File: config.mk
export PLATFORM = sky130hd
export DESIGN_NAME = mdio_page_bridge
export DESIGN_NICKNAME = d
export VERILOG_FILES = /design/src/rtl/mdio_bridge_pkg.sv /design/src/rtl/mdio_bridge_decode.sv /design/src/rtl/mdio_bridge_page.sv /design/src/rtl/mdio_bridge_datapath.sv /design/src/rtl/mdio_page_bridge.sv
export SDC_FILE = /design/constraint.sdc
export NUM_CORES = 1
export LEC_CHECK = 0
export CORE_MARGIN = 2
export CORE_UTILIZATION = 50
export CTS_CLUSTER_DIAMETER = 200
export DETAILED_ROUTE_END_ITERATION = 6
export PLACE_DENSITY = 0.81
export SYNTH_ARGS = -nofsm -noshare
export SYNTH_HDL_FRONTEND = slang
export SYNTH_HIERARCHICAL = 1
export SYNTH_SLANG_ARGS = --single-unit
File: constraint.sdc
create_clock -name clk -period 2.3 [get_ports clk]
set_clock_uncertainty 0.05 [all_clocks]
set_input_delay 0.23 -clock clk [delete_from_list [all_inputs] [get_ports clk]]
set_output_delay 0.23 -clock clk [all_outputs]
set_load 0.1 [all_outputs]
File: src/rtl/mdio_bridge_pkg.sv
package mdio_bridge_pkg;

    localparam int unsigned PHY_W_DEF  = 5;
    localparam int unsigned REG_W_DEF  = 5;
    localparam int unsigned SUB_W_DEF  = 3;
    localparam int unsigned PAGE_W_DEF = 10;
    localparam int unsigned HALF_W_DEF = 16;

    typedef enum logic [2:0] {
        ACC_NONE    = 3'd0,
        ACC_PAGE_WR = 3'd1,
        ACC_PAGE_RD = 3'd2,
        ACC_WR_LO   = 3'd3,
        ACC_WR_HI   = 3'd4,
        ACC_RD_LO   = 3'd5,
        ACC_RD_HI   = 3'd6
    } acc_kind_e;

endpackage

File: src/rtl/mdio_bridge_decode.sv
module mdio_bridge_decode
    import mdio_bridge_pkg::*;
#(
    parameter int unsigned PHY_W  = PHY_W_DEF,
    parameter int unsigned REG_W  = REG_W_DEF,
    parameter int unsigned SUB_W  = SUB_W_DEF,
    parameter int unsigned PAGE_W = PAGE_W_DEF,
    parameter logic [PHY_W-1:0] PAGE_PHY = 5'h18,
    parameter logic [PHY_W-1:0] DATA_PHY = 5'h10,
    localparam int unsigned BYTE_LSB = 2,
    localparam int unsigned ADDR_W   = PAGE_W + SUB_W + (REG_W - 1) + BYTE_LSB
) (
    input  logic              req,
    input  logic              we,
    input  logic [PHY_W-1:0]  phy,
    input  logic [REG_W-1:0]  regad,
    input  logic [PAGE_W-1:0] page,
    output acc_kind_e         kind,
    output logic [ADDR_W-1:0] addr
);

    logic hit_page;
    logic hit_data;

    always_comb begin
        hit_page = (phy == PAGE_PHY) && (regad == '0);
        hit_data = (phy[PHY_W-1:SUB_W] == DATA_PHY[PHY_W-1:SUB_W]);
        kind     = ACC_NONE;
        if (req) begin
            if (hit_page) begin
                kind = we ? ACC_PAGE_WR : ACC_PAGE_RD;
            end else if (hit_data) begin
                if (we) begin
                    kind = regad[0] ? ACC_WR_HI : ACC_WR_LO;
                end else begin
                    kind = regad[0] ? ACC_RD_HI : ACC_RD_LO;
                end
            end
        end
        // Word-aligned byte address: register bit 0 only selects the half.
        addr = {page, phy[SUB_W-1:0], regad[REG_W-1:1], {BYTE_LSB{1'b0}}};
    end

endmodule

File: src/rtl/mdio_bridge_page.sv
module mdio_bridge_page
    import mdio_bridge_pkg::*;
#(
    parameter int unsigned PAGE_W = PAGE_W_DEF
) (
    input  logic              clk,
    input  logic              rst_n,
    input  acc_kind_e         kind,
    input  logic [PAGE_W-1:0] wdata,
    output logic [PAGE_W-1:0] page
);

    typedef struct packed {
        logic [PAGE_W-1:0] page;
    } page_st_t;

    page_st_t st_d;
    page_st_t st_q;

    always_comb begin
        st_d = st_q;
        if (kind == ACC_PAGE_WR) begin
            st_d.page = wdata;
        end
    end

    always_ff @(posedge clk) begin
        if (!rst_n) begin
            st_q <= '0;
        end else begin
            st_q <= st_d;
        end
    end

    assign page = st_q.page;

endmodule

File: src/rtl/mdio_bridge_datapath.sv
module mdio_bridge_datapath
    import mdio_bridge_pkg::*;
#(
    parameter int unsigned HALF_W = HALF_W_DEF,
    parameter int unsigned PAGE_W = PAGE_W_DEF,
    parameter int unsigned ADDR_W = 19,
    localparam int unsigned WORD_W = 2 * HALF_W
) (
    input  logic              clk,
    input  logic              rst_n,
    input  acc_kind_e         kind,
    input  logic [ADDR_W-1:0] addr,
    input  logic [HALF_W-1:0] wdata,
    input  logic [PAGE_W-1:0] page,
    input  logic [WORD_W-1:0] bus_rdata,
    output logic              bus_req,
    output logic              bus_we,
    output logic [ADDR_W-1:0] bus_addr,
    output logic [WORD_W-1:0] bus_wdata,
    output logic              rvalid,
    output logic [HALF_W-1:0] rdata
);

    typedef struct packed {
        logic              bus_req;
        logic              bus_we;
        logic [ADDR_W-1:0] bus_addr;
        logic [WORD_W-1:0] bus_wdata;
        logic [HALF_W-1:0] lo_buf;
        logic [WORD_W-1:0] rd_word;
        logic              rd_pend;
        logic              rvalid;
        logic [HALF_W-1:0] rdata;
    } dp_st_t;

    dp_st_t st_d;
    dp_st_t st_q;

    always_comb begin
        st_d         = st_q;
        st_d.bus_req = 1'b0;
        st_d.rvalid  = 1'b0;

        // Finish an outstanding low-half read: keep the whole word.
        if (st_q.rd_pend) begin
            st_d.rd_pend = 1'b0;
            st_d.rd_word = bus_rdata;
            st_d.rvalid  = 1'b1;
            st_d.rdata   = bus_rdata[HALF_W-1:0];
        end

        unique case (kind)
            ACC_PAGE_RD: begin
                st_d.rvalid = 1'b1;
                st_d.rdata  = {{(HALF_W - PAGE_W){1'b0}}, page};
            end
            ACC_WR_LO: begin
                st_d.lo_buf = wdata;
            end
            ACC_WR_HI: begin
                st_d.bus_req   = 1'b1;
                st_d.bus_we    = 1'b1;
                st_d.bus_addr  = addr;
                st_d.bus_wdata = {wdata, st_q.lo_buf};
            end
            ACC_RD_LO: begin
                st_d.bus_req  = 1'b1;
                st_d.bus_we   = 1'b0;
                st_d.bus_addr = addr;
                st_d.rd_pend  = 1'b1;
            end
            ACC_RD_HI: begin
                st_d.rvalid = 1'b1;
                st_d.rdata  = st_q.rd_word[WORD_W-1:HALF_W];
            end
            default: begin
            end
        endcase
    end

    always_ff @(posedge clk) begin
        if (!rst_n) begin
            st_q <= '0;
        end else begin
            st_q <= st_d;
        end
    end

    assign bus_req   = st_q.bus_req;
    assign bus_we    = st_q.bus_we;
    assign bus_addr  = st_q.bus_addr;
    assign bus_wdata = st_q.bus_wdata;
    assign rvalid    = st_q.rvalid;
    assign rdata     = st_q.rdata;

endmodule

File: src/rtl/mdio_page_bridge.sv
module mdio_page_bridge
    import mdio_bridge_pkg::*;
#(
    parameter int unsigned PHY_W  = PHY_W_DEF,
    parameter int unsigned REG_W  = REG_W_DEF,
    parameter int unsigned SUB_W  = SUB_W_DEF,
    parameter int unsigned PAGE_W = PAGE_W_DEF,
    parameter int unsigned HALF_W = HALF_W_DEF,
    parameter logic [PHY_W-1:0] PAGE_PHY = 5'h18,
    parameter logic [PHY_W-1:0] DATA_PHY = 5'h10,
    localparam int unsigned ADDR_W = PAGE_W + SUB_W + (REG_W - 1) + 2,
    localparam int unsigned WORD_W = 2 * HALF_W
) (
    input  logic              clk,
    input  logic              rst_n,
    input  logic              mdio_req,
    input  logic              mdio_we,
    input  logic [PHY_W-1:0]  mdio_phy,
    input  logic [REG_W-1:0]  mdio_regad,
    input  logic [HALF_W-1:0] mdio_wdata,
    output logic              mdio_rvalid,
    output logic [HALF_W-1:0] mdio_rdata,
    output logic              bus_req,
    output logic              bus_we,
    output logic [ADDR_W-1:0] bus_addr,
    output logic [WORD_W-1:0] bus_wdata,
    input  logic [WORD_W-1:0] bus_rdata
);

    acc_kind_e         kind;
    logic [ADDR_W-1:0] acc_addr;
    logic [PAGE_W-1:0] page_val;

    mdio_bridge_decode #(
        .PHY_W    (PHY_W),
        .REG_W    (REG_W),
        .SUB_W    (SUB_W),
        .PAGE_W   (PAGE_W),
        .PAGE_PHY (PAGE_PHY),
        .DATA_PHY (DATA_PHY)
    ) u_decode (
        .req   (mdio_req),
        .we    (mdio_we),
        .phy   (mdio_phy),
        .regad (mdio_regad),
        .page  (page_val),
        .kind  (kind),
        .addr  (acc_addr)
    );

    mdio_bridge_page #(
        .PAGE_W (PAGE_W)
    ) u_page (
        .clk   (clk),
        .rst_n (rst_n),
        .kind  (kind),
        .wdata (mdio_wdata[PAGE_W-1:0]),
        .page  (page_val)
    );

    mdio_bridge_datapath #(
        .HALF_W (HALF_W),
        .PAGE_W (PAGE_W),
        .ADDR_W (ADDR_W)
    ) u_datapath (
        .clk       (clk),
        .rst_n     (rst_n),
        .kind      (kind),
        .addr      (acc_addr),
        .wdata     (mdio_wdata),
        .page      (page_val),
        .bus_rdata (bus_rdata),
        .bus_req   (bus_req),
        .bus_we    (bus_we),
        .bus_addr  (bus_addr),
        .bus_wdata (bus_wdata),
        .rvalid    (mdio_rvalid),
        .rdata     (mdio_rdata)
    );

endmodule

==> metrics.md, run 1 <==
| Metric | Value |
|---|---|
| Status | `finished clean` |
| GR Util All Layers | `20.4%` |
| Worst vdd ir | `537 uV` |
| Place WS | `25.6 ps` |
| Share of layout cells above drive strength 1 | `20.6%` |
| Port bufs | `131` |
| Per-cell routed wire length | `14.4 um` |
| Worst slew pin tran | `508 ps` |
| CP endpoint | `u_datapath/st_q[59]$_SDFFE_PN0N_` |
| RSZ-0062 raised after global routing | `no` |
| Final worst slack | `516 ps` |
| CTS tree | `built` |
| Worst setup path class | `in2reg` |
| Register area share after synthesis | `42.8%` |
| Post-CTS sizing | `0` |
| Initial antenna violation count | `0` |
| Final GP Congestion | `0.775` |
| Fill cells | `861` |
| Die Y | `107 um` |
| DR pass1 iterations | `4` |
| Crit. End Element | `register` |
| Final ANT Viol Nets | `0` |
| Hold_buf cts | `0` |
| Post-synthesis area per instance | `8.70 um2` |
| Worst R2R Setup Slack | `850 ps` |
| Critical Path RT | `2660 ps` |
| Setup-failing EPs final | `0` |
| Clk sinks | `113` |
| DP Wirelength | `8080 um` |
| Clk_lat worst skew | `510 ps` |
| Layout Cells excl Fill | `801` |
| Hold WC Path Type | `in2reg` |
| Vias | `3972` |
| Relative slew slack | `66.1%` |
| Die area | `11400 um2` |
| Io pins | `132` |
| Synthesis Warnings | `6` |
| Static Leak | `2.52 nW` |
| Clock root buffer | `clkbuf_8` |
| Diode count | `0` |
| Setup repair bufs after CTS | `0` |
| Reg2Reg Depth | `3` |
| Core footprint | `10300 um2` |
| # nets final | `715` |
| DRT Wirelength | `11600 um` |
| First-pass GRT wire length | `18500 um` |
| Ys flop type | `dfxtp_1` |
| Final TNS setup | `0 ps` |
| Async SR Flop Fraction | `0%` |
| Flops & latches, synth | `113` |
| # rows | `37` |
| DRC errors left | `0` |
| Critical path startpoint category | `input port` |
| Number of synthesized flops with an enable pin | `0` |
| Synthesized instance count | `607` |
| Vias per cell | `4.96` |
| Clock Path Buffers | `2` |
| Starting density of the core | `51.4%` |
| Pin count of the biggest net entering global routing | `124` |
| DP Cell Count | `769` |
| Pins Over Slew Limit | `0` |
| Max-cap violations | `0` |
| H-tree lvl count | `4` |
| Worst-path maximum fanout | `16` |
| RR Endpoint | `u_datapath/rdata[2]$_SDFFE_PN0P_` |
| Area Overhead vs Synth | `24.0%` |
| Grt ovf | `0` |
| Worst EP arrival | `2150 ps` |
| Worst-path clk slew | `60 ps` |
| Fmax | `0.561 GHz` |
| Synth cell types | `36` |
| R2r startpoint | `u_datapath/st_q[17]$_SDFF_PN0_` |
| Vias in the first global route | `3804` |
| Critical Path Source | `mdio_phy[2]` |
| Area of the mapped netlist | `5280 um2` |
| Pwr dens | `776 nW/um2` |
| DR iter-0 viols | `210` |
| Post-route minimum period | `1780 ps` |
| Hold Fails Final Rpt | `0` |
| Clock buffer count from CTS | `17` |
| Hold_ws | `220 ps` |
| Die width | `107 um` |
| Tcrit/Tclk final | `77.6%` |
[report_power, final]
group | total [mW] | internal (mW) | switching (mW) | leakage (nW)
registers | 2.00 | 1.98 | 0.0178 | 0.912
logic | 0.474 | 0.190 | 0.284 | 1.32
clock network | 2.60 | 1.61 | 0.998 | 0.291
total | 5.08 | 3.78 | 1.30 | 2.52
[final cells by class]
type,instances,area [um2],area share (%)
clock buffer,18,428,6.53
tap,136,170,2.60
clock inverter,14,169,2.58
sequential,113,2260,34.5
multi-input combinational,364,2120,32.4
timing repair buffer,153,1380,21.1
inverter,3,11.3,0.172
[synthesized netlist by cell type (all sizes together), types with 2 or more instances]
cell type | instances | area [um2]
inv | 3 | 11.3
buf | 113 | 840
mux2i | 26 | 260
a21boi | 74 | 556
o31ai | 10 | 75.1
and3b | 2 | 17.5
dfxtp | 113 | 2260
nor2b | 18 | 113
nand3b | 11 | 95.1
nand3 | 6 | 30.0
nor2 | 2 | 7.51
o22ai | 2 | 12.5
o21ai | 10 | 50.1
a31oi | 10 | 62.6
clkbuf | 15 | 57.6
mux2 | 6 | 67.6
nand2 | 171 | 642
nor3b | 3 | 32.5
[per-stage QoR]
stage,power (mW),util [%],area [um2]
2_1_floorplan,2.37,-,5290
3_3_place_gp,2.51,57.9,5950
3_5_place_dp,2.52,57.9,5950
4_1_cts,5.12,63.7,6550
5_1_grt,5.24,63.7,6550
6_report,5.08,63.7,6550
[cells in the final DEF, fill, tap and decap left out, types with 4 or more instances in the layout]
cell type	netlist	routed
nand2_1	171	171
dfxtp_1	113	113
buf_4	97	85
clkdlybuf4s50_1	0	60
a21boi_0	44	44
a21boi_1	30	30
mux2i_1	26	26
nor2b_1	18	17
clkbuf_16	0	16
nand3b_1	10	10
o21ai_0	10	10
o31ai_1	10	10
a31oi_1	10	10
buf_12	0	7
nand3_1	6	6
mux2_2	6	6
inv_6	0	5
clkinv_4	0	4
[layer usage]
metal | share of wire [%] | vias up | GRT usage, %
li1 | - | 2004 | -
met1 | 43 | 1835 | 25.8
met2 | 48 | 120 | 33.1
met3 | 8.0 | 13 | 6.08
met4 | 1.0 | 0 | 7.05
met5 | 0 | - | 0
[sequential cells by signal, summed over array words and instances (netlist names)]
name                  flops
u_datapath/bus_req        1
u_datapath/rdata         16
u_datapath/bus_wdata     32
u_page/page              10
u_datapath/st_q          33
u_datapath/rvalid         1
u_datapath/bus_we         1
u_datapath/bus_addr      19
[worst min-delay path by stage]
stage	start	end	slack (ps)	cells past startpoint
CTS	rst_n	u_datapath/rdata[5]$_SDFFE_PN0P_	210	4
global route	rst_n	u_datapath/rdata[13]$_SDFFE_PN0P_	240	3
global placement	u_datapath/st_q[57]$_SDFFE_PN0N_	u_datapath/bus_wdata[7]$_SDFFE_PN0N_	390	2
detailed placement	u_datapath/st_q[62]$_SDFFE_PN0N_	u_datapath/bus_wdata[12]$_SDFFE_PN0N_	400	2
floorplan	mdio_wdata[0]	u_datapath/bus_wdata[16]$_SDFFE_PN0N_	310	2
finish	rst_n	u_datapath/rdata[13]$_SDFFE_PN0P_	220	3
[critical path: stages]
cell and delay [ps]:
clkdlybuf4s50_1 440, nor4_2 300, nand4b_1 170, o22ai_1 160, buf_4 200, and3b_1 220
buf_12 150, nand2_1 60, a21boi_0 200
[cell families after synthesis]
kind of cell	count (synthesis)	share of synthesized area (%)
AOI/OAI and AO/OA	107	14.4
muxes	32	6.21
DFF	113	42.8
adders and majority gates	1	0.237
buffers and inverters	131	17.2
other	1	0.0710
and+or+nand+nor	222	19.1
Power figures use the tool's default switching activity.
==> inputs of run 2 (changes only) <==
--- a/config.mk
+++ b/config.mk
@@ -6,10 +6,10 @@
 export NUM_CORES = 1
 export LEC_CHECK = 0
 export CORE_MARGIN = 2
-export CORE_UTILIZATION = 50
+export CORE_UTILIZATION = 45
 export CTS_CLUSTER_DIAMETER = 200
 export DETAILED_ROUTE_END_ITERATION = 6
-export PLACE_DENSITY = 0.81
+export PLACE_DENSITY = 0.77
 export SYNTH_ARGS = -nofsm -noshare
 export SYNTH_HDL_FRONTEND = slang
 export SYNTH_HIERARCHICAL = 1
==> constraint.sdc (replaced) <==
create_clock -name clk -period 1.5 [get_ports clk]
set_clock_uncertainty 0.05 [all_clocks]
set_input_delay 0.15 -clock clk [delete_from_list [all_inputs] [get_ports clk]]
set_output_delay 0.15 -clock clk [all_outputs]
set_load 0.1 [all_outputs]
==> metrics.md, run 2 (synthesized netlist as in run 1, its figures left out) <==
| Metric | Value |
|---|---|
| CTS tree | `built` |
| Hold_ws | `28.3 ps` |
| Clock Path Buffers | `2` |
| Starting density of the core | `46.3%` |
| Clock root buffer | `clkbuf_16` |
| RSZ-0062 raised after global routing | `yes` |
| Hold Fails Final Rpt | `0` |
| Fin area | `8170 um2` |
| R2r startpoint | `u_datapath/st_q[17]$_SDFF_PN0_` |
| Clk sinks | `113` |
| Static Leak | `3.03 nW` |
| Share of layout cells above drive strength 1 | `32.6%` |
| Relative slew slack | `66.6%` |
| Hold endpoint | `u_datapath/bus_addr[7]$_SDFFE_PN0P_` |
| First-pass GRT wire length | `22900 um` |
| Largest register FFs | `33` |
| Port bufs | `131` |
| Tcrit/Tclk final | `108%` |
| Place WS | `-762 ps` |
| Pins Over Slew Limit | `0` |
| Commonest non-fill, non-tap cell in the layout | `nand2_1` |
| Die width | `112 um` |
| Vias in the first global route | `4571` |
| # nets final | `741` |
| # rows | `39` |
| Final worst slack | `-113 ps` |
| Core footprint | `11400 um2` |
| Dpl cell area | `6970 um2` |
| DP Wirelength | `9220 um` |
| Worst-path clk slew | `60 ps` |
| Vias | `4312` |
| Vias per cell | `5.18` |
| DRT Wirelength | `14600 um` |
| DR pass1 iterations | `5` |
| Tot Pwr | `8.80 mW` |
| Pwr dens | `1080 nW/um2` |
| Final ANT Viol Nets | `0` |
| Hold WC Path Type | `in2reg` |
| Worst vdd ir | `781 uV` |
| Failing checks | `negative setup slack` |
| H-tree lvl count | `4` |
| Fmax | `0.620 GHz` |
| Top reg by flops | `u_datapath/st_q` |
| Hold depth | `3` |
| Status | `finished with violations` |
| Clock buffer count from CTS | `17` |
| Diode count | `0` |
| Post-route minimum period | `1610 ps` |
| DRC errors left | `0` |
| Reg2Reg Depth | `3` |
| Worst hold start | `mdio_phy[1]` |
| Final GP Congestion | `0.803` |
| Critical path startpoint category | `input port` |
| Critical Path RT | `1770 ps` |
| Per-cell routed wire length | `17.5 um` |
| Die area | `12600 um2` |
| DP Cell Count | `785` |
| Die Y | `112 um` |
| Max-cap violations | `0` |
| Worst slew pin tran | `501 ps` |
| Worst-path maximum fanout | `8` |
| Crit. End Element | `register` |
| Area Overhead vs Synth | `54.7%` |
| Pin count of the biggest net entering global routing | `38` |
| Worst R2R Setup Slack | `240 ps` |
| Initial antenna violation count | `0` |
| RR Endpoint | `u_datapath/rdata[1]$_SDFFE_PN0P_` |
| Clk_lat worst skew | `400 ps` |
| Worst setup path class | `in2reg` |
| DR iter-0 viols | `243` |
| Fill cells | `750` |
| Io pins | `132` |
| Grt ovf | `0` |
| GR Util All Layers | `22.9%` |
| Layout Cells excl Fill | `833` |
| Setup-failing EPs final | `36` |
| Worst EP arrival | `1890 ps` |
| Most frequent cells in the layout | `nand2_1 (145), dfxtp_1 (112), buf_12 (81), clkdlybuf4s50_1 (48), a21boi_1 (40)` |
## run 2: cell count changes in the layout (fill, tap and decap cells not counted), sizes merged, moves of 2 or more
cell,previous run,this run
buf,93,121
dlygate4sd3,0,3
clkdlybuf4s15,0,4
dlygate4sd2,0,2
bufinv,2,7
clkbuf,18,22
clkdlybuf4s50,60,48
inv,10,3
## run 2: report_power, final
part	leakage [nW]	internal [mW]	switching, mW
logic	1.77	0.447	0.502
clock network	0.343	3.40	1.35
registers	0.913	3.05	0.0505
## run 2: cell type report
type | instances | area [um2] | share of cell area (%)
Inverter | 3 | 11.3 | 0.138
Sequential cell | 113 | 2260 | 27.7
Multi-Input combinational cell | 364 | 2440 | 29.9
Tap cell | 143 | 179 | 2.19
Clock inverter | 10 | 229 | 2.80
Clock buffer | 21 | 470 | 5.76
Timing Repair Buffer | 179 | 2580 | 31.5
## run 2: stage by stage
stage | util (%) | setup TNS [ps]
floorplan | - | -2870
global placement | 61.0 | -57250
detailed placement | 61.0 | -62550
CTS | 70.0 | -25.3
global route | 71.6 | -3780
finish | 71.6 | -1320
## run 2: how the worst max path moves through the flow
stage | startpoint | to | slack, ps | depth (start not counted)
finish | mdio_regad[4] | u_datapath/st_q[61]$_SDFFE_PN0N_ | -110 | 10
global route | mdio_regad[1] | u_datapath/st_q[61]$_SDFFE_PN0N_ | -150 | 10
CTS | mdio_regad[3] | u_page/page[0]$_SDFFE_PN0N_ | -20 | 10
detailed placement | mdio_phy[2] | u_datapath/st_q[53]$_SDFFE_PN0N_ | -760 | 9
global placement | mdio_phy[2] | u_datapath/st_q[65]$_SDFFE_PN0N_ | -680 | 9
floorplan | mdio_phy[2] | u_datapath/rdata[8]$_SDFFE_PN0P_ | -60 | 9
## run 2: repair_timing
| item | CTS | global route |
|---|---|---|
| endpoints found under the setup margin | 97 | 85 |
| hold endpoints to repair | 3 | 0 |
| pin swaps | 23 | 36 |
| gates resized for setup | 71 | 60 |
| cloned | 4 | 1 |
| buffers inserted | 11 | 0 |
| hold buffers | 3 | 0 |
## run 2: per-layer routing
layer / vias to the layer above / wire length, um / track usage, % / share of wire (%)
li1: 2048 / - / - / -
met1: 2070 / 5880 / 26.8 / 40
met2: 167 / 7340 / 39.1 / 50
met3: 27 / 1060 / 6.75 / 7.3
met4: 0 / 314 / 9.59 / 2.2
met5: - / 0 / 0 / 0
## run 2: critical path: stages
cell and delay, ps:
dlygate4sd2_1 250, nor2_1 140, nand4b_1 150, buf_4 180
o22ai_4 190, buf_6 150, and3b_2 250, clkbuf_16 180
nand2_1 90, a21boi_1 170
==> inputs of run 3 (changes only) <==
--- a/config.mk
+++ b/config.mk
@@ -9,7 +9,7 @@
 export CORE_UTILIZATION = 45
 export CTS_CLUSTER_DIAMETER = 200
 export DETAILED_ROUTE_END_ITERATION = 6
-export PLACE_DENSITY = 0.77
+export PLACE_DENSITY_LB_ADDON = 0.05
 export SYNTH_ARGS = -nofsm -noshare
 export SYNTH_HDL_FRONTEND = slang
 export SYNTH_HIERARCHICAL = 1
==> metrics.md, run 3 (synthesized netlist as in run 1, its figures left out) <==
| Metric | Value |
|---|---|
| Clk_lat worst skew | `410 ps` |
| Die width | `112 um` |
| DRT Wirelength | `13500 um` |
| Slowest CP cell | `or3b_4` |
| Starting density of the core | `46.3%` |
| Reg area | `2260 um2` |
| Worst EP arrival | `1700 ps` |
| Hold WC Path Type | `in2reg` |
| Top Layer Used | `met4` |
| Final TNS setup | `0 ps` |
| Clock buffer count from CTS | `17` |
| Failing checks | `negative hold slack` |
| H-tree lvl count | `4` |
| Io pins | `132` |
| Status | `finished with violations` |
| Largest register FFs | `33` |
| DRC errors left | `0` |
| Dpl cell area | `6940 um2` |
| Most frequent cells in the layout | `nand2_1 (140), dfxtp_1 (113), buf_12 (84), clkdlybuf4s50_1 (48), a21boi_1 (47)` |
| Clock root buffer | `clkbuf_16` |
| RSZ-0062 raised after global routing | `yes` |
| Per-cell routed wire length | `16.2 um` |
| Port bufs | `131` |
| Vias per cell | `4.99` |
| Commonest non-fill, non-tap cell in the layout | `nand2_1` |
| Setup-failing EPs final | `0` |
| Top reg by flops | `u_datapath/st_q` |
| Layout Cells excl Fill | `836` |
| Area occupied by multi-input gates | `2340 um2` |
| Critical Path Most Common Cell | `nand2_1` |
| Max-cap violations | `0` |
| Clk sinks | `113` |
| Hold_ws | `-48.0 ps` |
| First-pass GRT wire length | `21700 um` |
| Crit. End Element | `register` |
| Pins Over Slew Limit | `0` |
| Critical Path RT | `1750 ps` |
| Wire length on met1 | `6040 um` |
| Worst path max stage delay | `500 ps` |
| Grt ovf | `0` |
| Final GP Congestion | `0.743` |
| GR Util All Layers | `21.9%` |
| Die Y | `112 um` |
| Diode count | `0` |
| Fmax | `0.687 GHz` |
| Worst vdd ir | `634 uV` |
| CTS tree | `built` |
| Area Overhead vs Synth | `53.6%` |
| Pin count of the biggest net entering global routing | `124` |
| Final ANT Viol Nets | `0` |
| DP Cell Count | `780` |
| DR iter-0 viols | `214` |
| Vias | `4175` |
| Static Leak | `3.04 nW` |
| Final worst slack | `44.7 ps` |
| Clock Path Buffers | `2` |
| Worst-path maximum fanout | `8` |
| Critical path startpoint category | `input port` |
| Post-route minimum period | `1460 ps` |
| Routed length on met2 | `6580 um` |
| Initial antenna violation count | `0` |
| Met3 routed WL | `765 um` |
| CP Cell Sequence | `dlygate4sd2_1, nand2_1, nand4b_1, o22ai_2, buf_6, or3b_4, buf_16, nand2_1, a21boi_1` |
| Util after Layout | `71.1%` |
| # nets final | `743` |
| Die area | `12600 um2` |
| Core footprint | `11400 um2` |
| Tcrit/Tclk final | `97.0%` |
| Pwr dens | `1020 nW/um2` |
| Tot Pwr | `8.27 mW` |
| DP Wirelength | `8230 um` |
| Worst setup path class | `in2reg` |
| Worst-path clk slew | `50 ps` |
| Fill cells | `839` |
| DR pass1 iterations | `5` |
| Place WS | `-764 ps` |
| # rows | `39` |
| Hold Fails Final Rpt | `1` |
| Vias in the first global route | `4286` |
| Share of layout cells above drive strength 1 | `31.9%` |
| Fin area | `8110 um2` |
## run 3: changes by cell type in the layout (fill, tap and decap cells not counted), moves of 4 or more
cell,previous run,this run
buf_4,28,20
buf_2,4,0
a21boi_2,16,6
nand2_1,145,140
a21boi_1,40,47
clkinvlp_4,0,4
buf_6,4,10
nand2_2,20,28
o31ai_1,4,10
o31ai_4,6,0
## run 3: layout make-up
class                   instances  share of cell area, %
clock buffers                  18                   5.41
clock inverters                14                   2.31
inverters                       3                  0.139
multi-input cells             365                   28.9
flip-flops and latches        113                   27.9
well taps                     143                   2.21
repair buffers                180                   33.2
## run 3: per-layer routing
| metal | track usage, % | vias up |
|---|---|---|
| met5 | 0 | - |
| met4 | 7.72 | 0 |
| met3 | 6.64 | 12 |
| met2 | 35.6 | 114 |
| met1 | 27.8 | 1986 |
| li1 | - | 2063 |
## run 3: worst paths after layout
check                                                       from                               endpoint  slack (ps)  depth (start not counted)
worst max-delay path                                    mdio_req  u_datapath/bus_wdata[19]$_SDFFE_PN0N_          40                          9
worst max register to register    u_datapath/st_q[17]$_SDFF_PN0_       u_datapath/rdata[5]$_SDFFE_PN0P_         210                          4
worst min-delay path                               mdio_regad[1]    u_datapath/bus_addr[2]$_SDFFE_PN0P_         -50                          3
worst min register to register  u_datapath/st_q[61]$_SDFFE_PN0N_       u_datapath/st_q[61]$_SDFFE_PN0N_         410                          2
## run 3: where the power goes
group          internal [mW]  switching, mW  total, mW
clock network           2.81           1.41       4.22
registers               3.05         0.0469       3.09
logic                  0.461          0.490      0.951
## run 3: worst max-delay path: cells and delay by family
family	cells	cell delay, ps
and+or+nand+nor	4	810
buffers and inverters	3	560
AOI/OAI and AO/OA	2	160
## run 3: what timing repair did
action / in CTS / in global routing
resized for setup: 58 / 55
hold buffers: 0 / 2
gates cloned: 7 / 1
endpoints found under the hold margin: 0 / 3
buffers inserted: 18 / 0
pin swaps: 16 / 29
setup endpoints to repair: 97 / 97
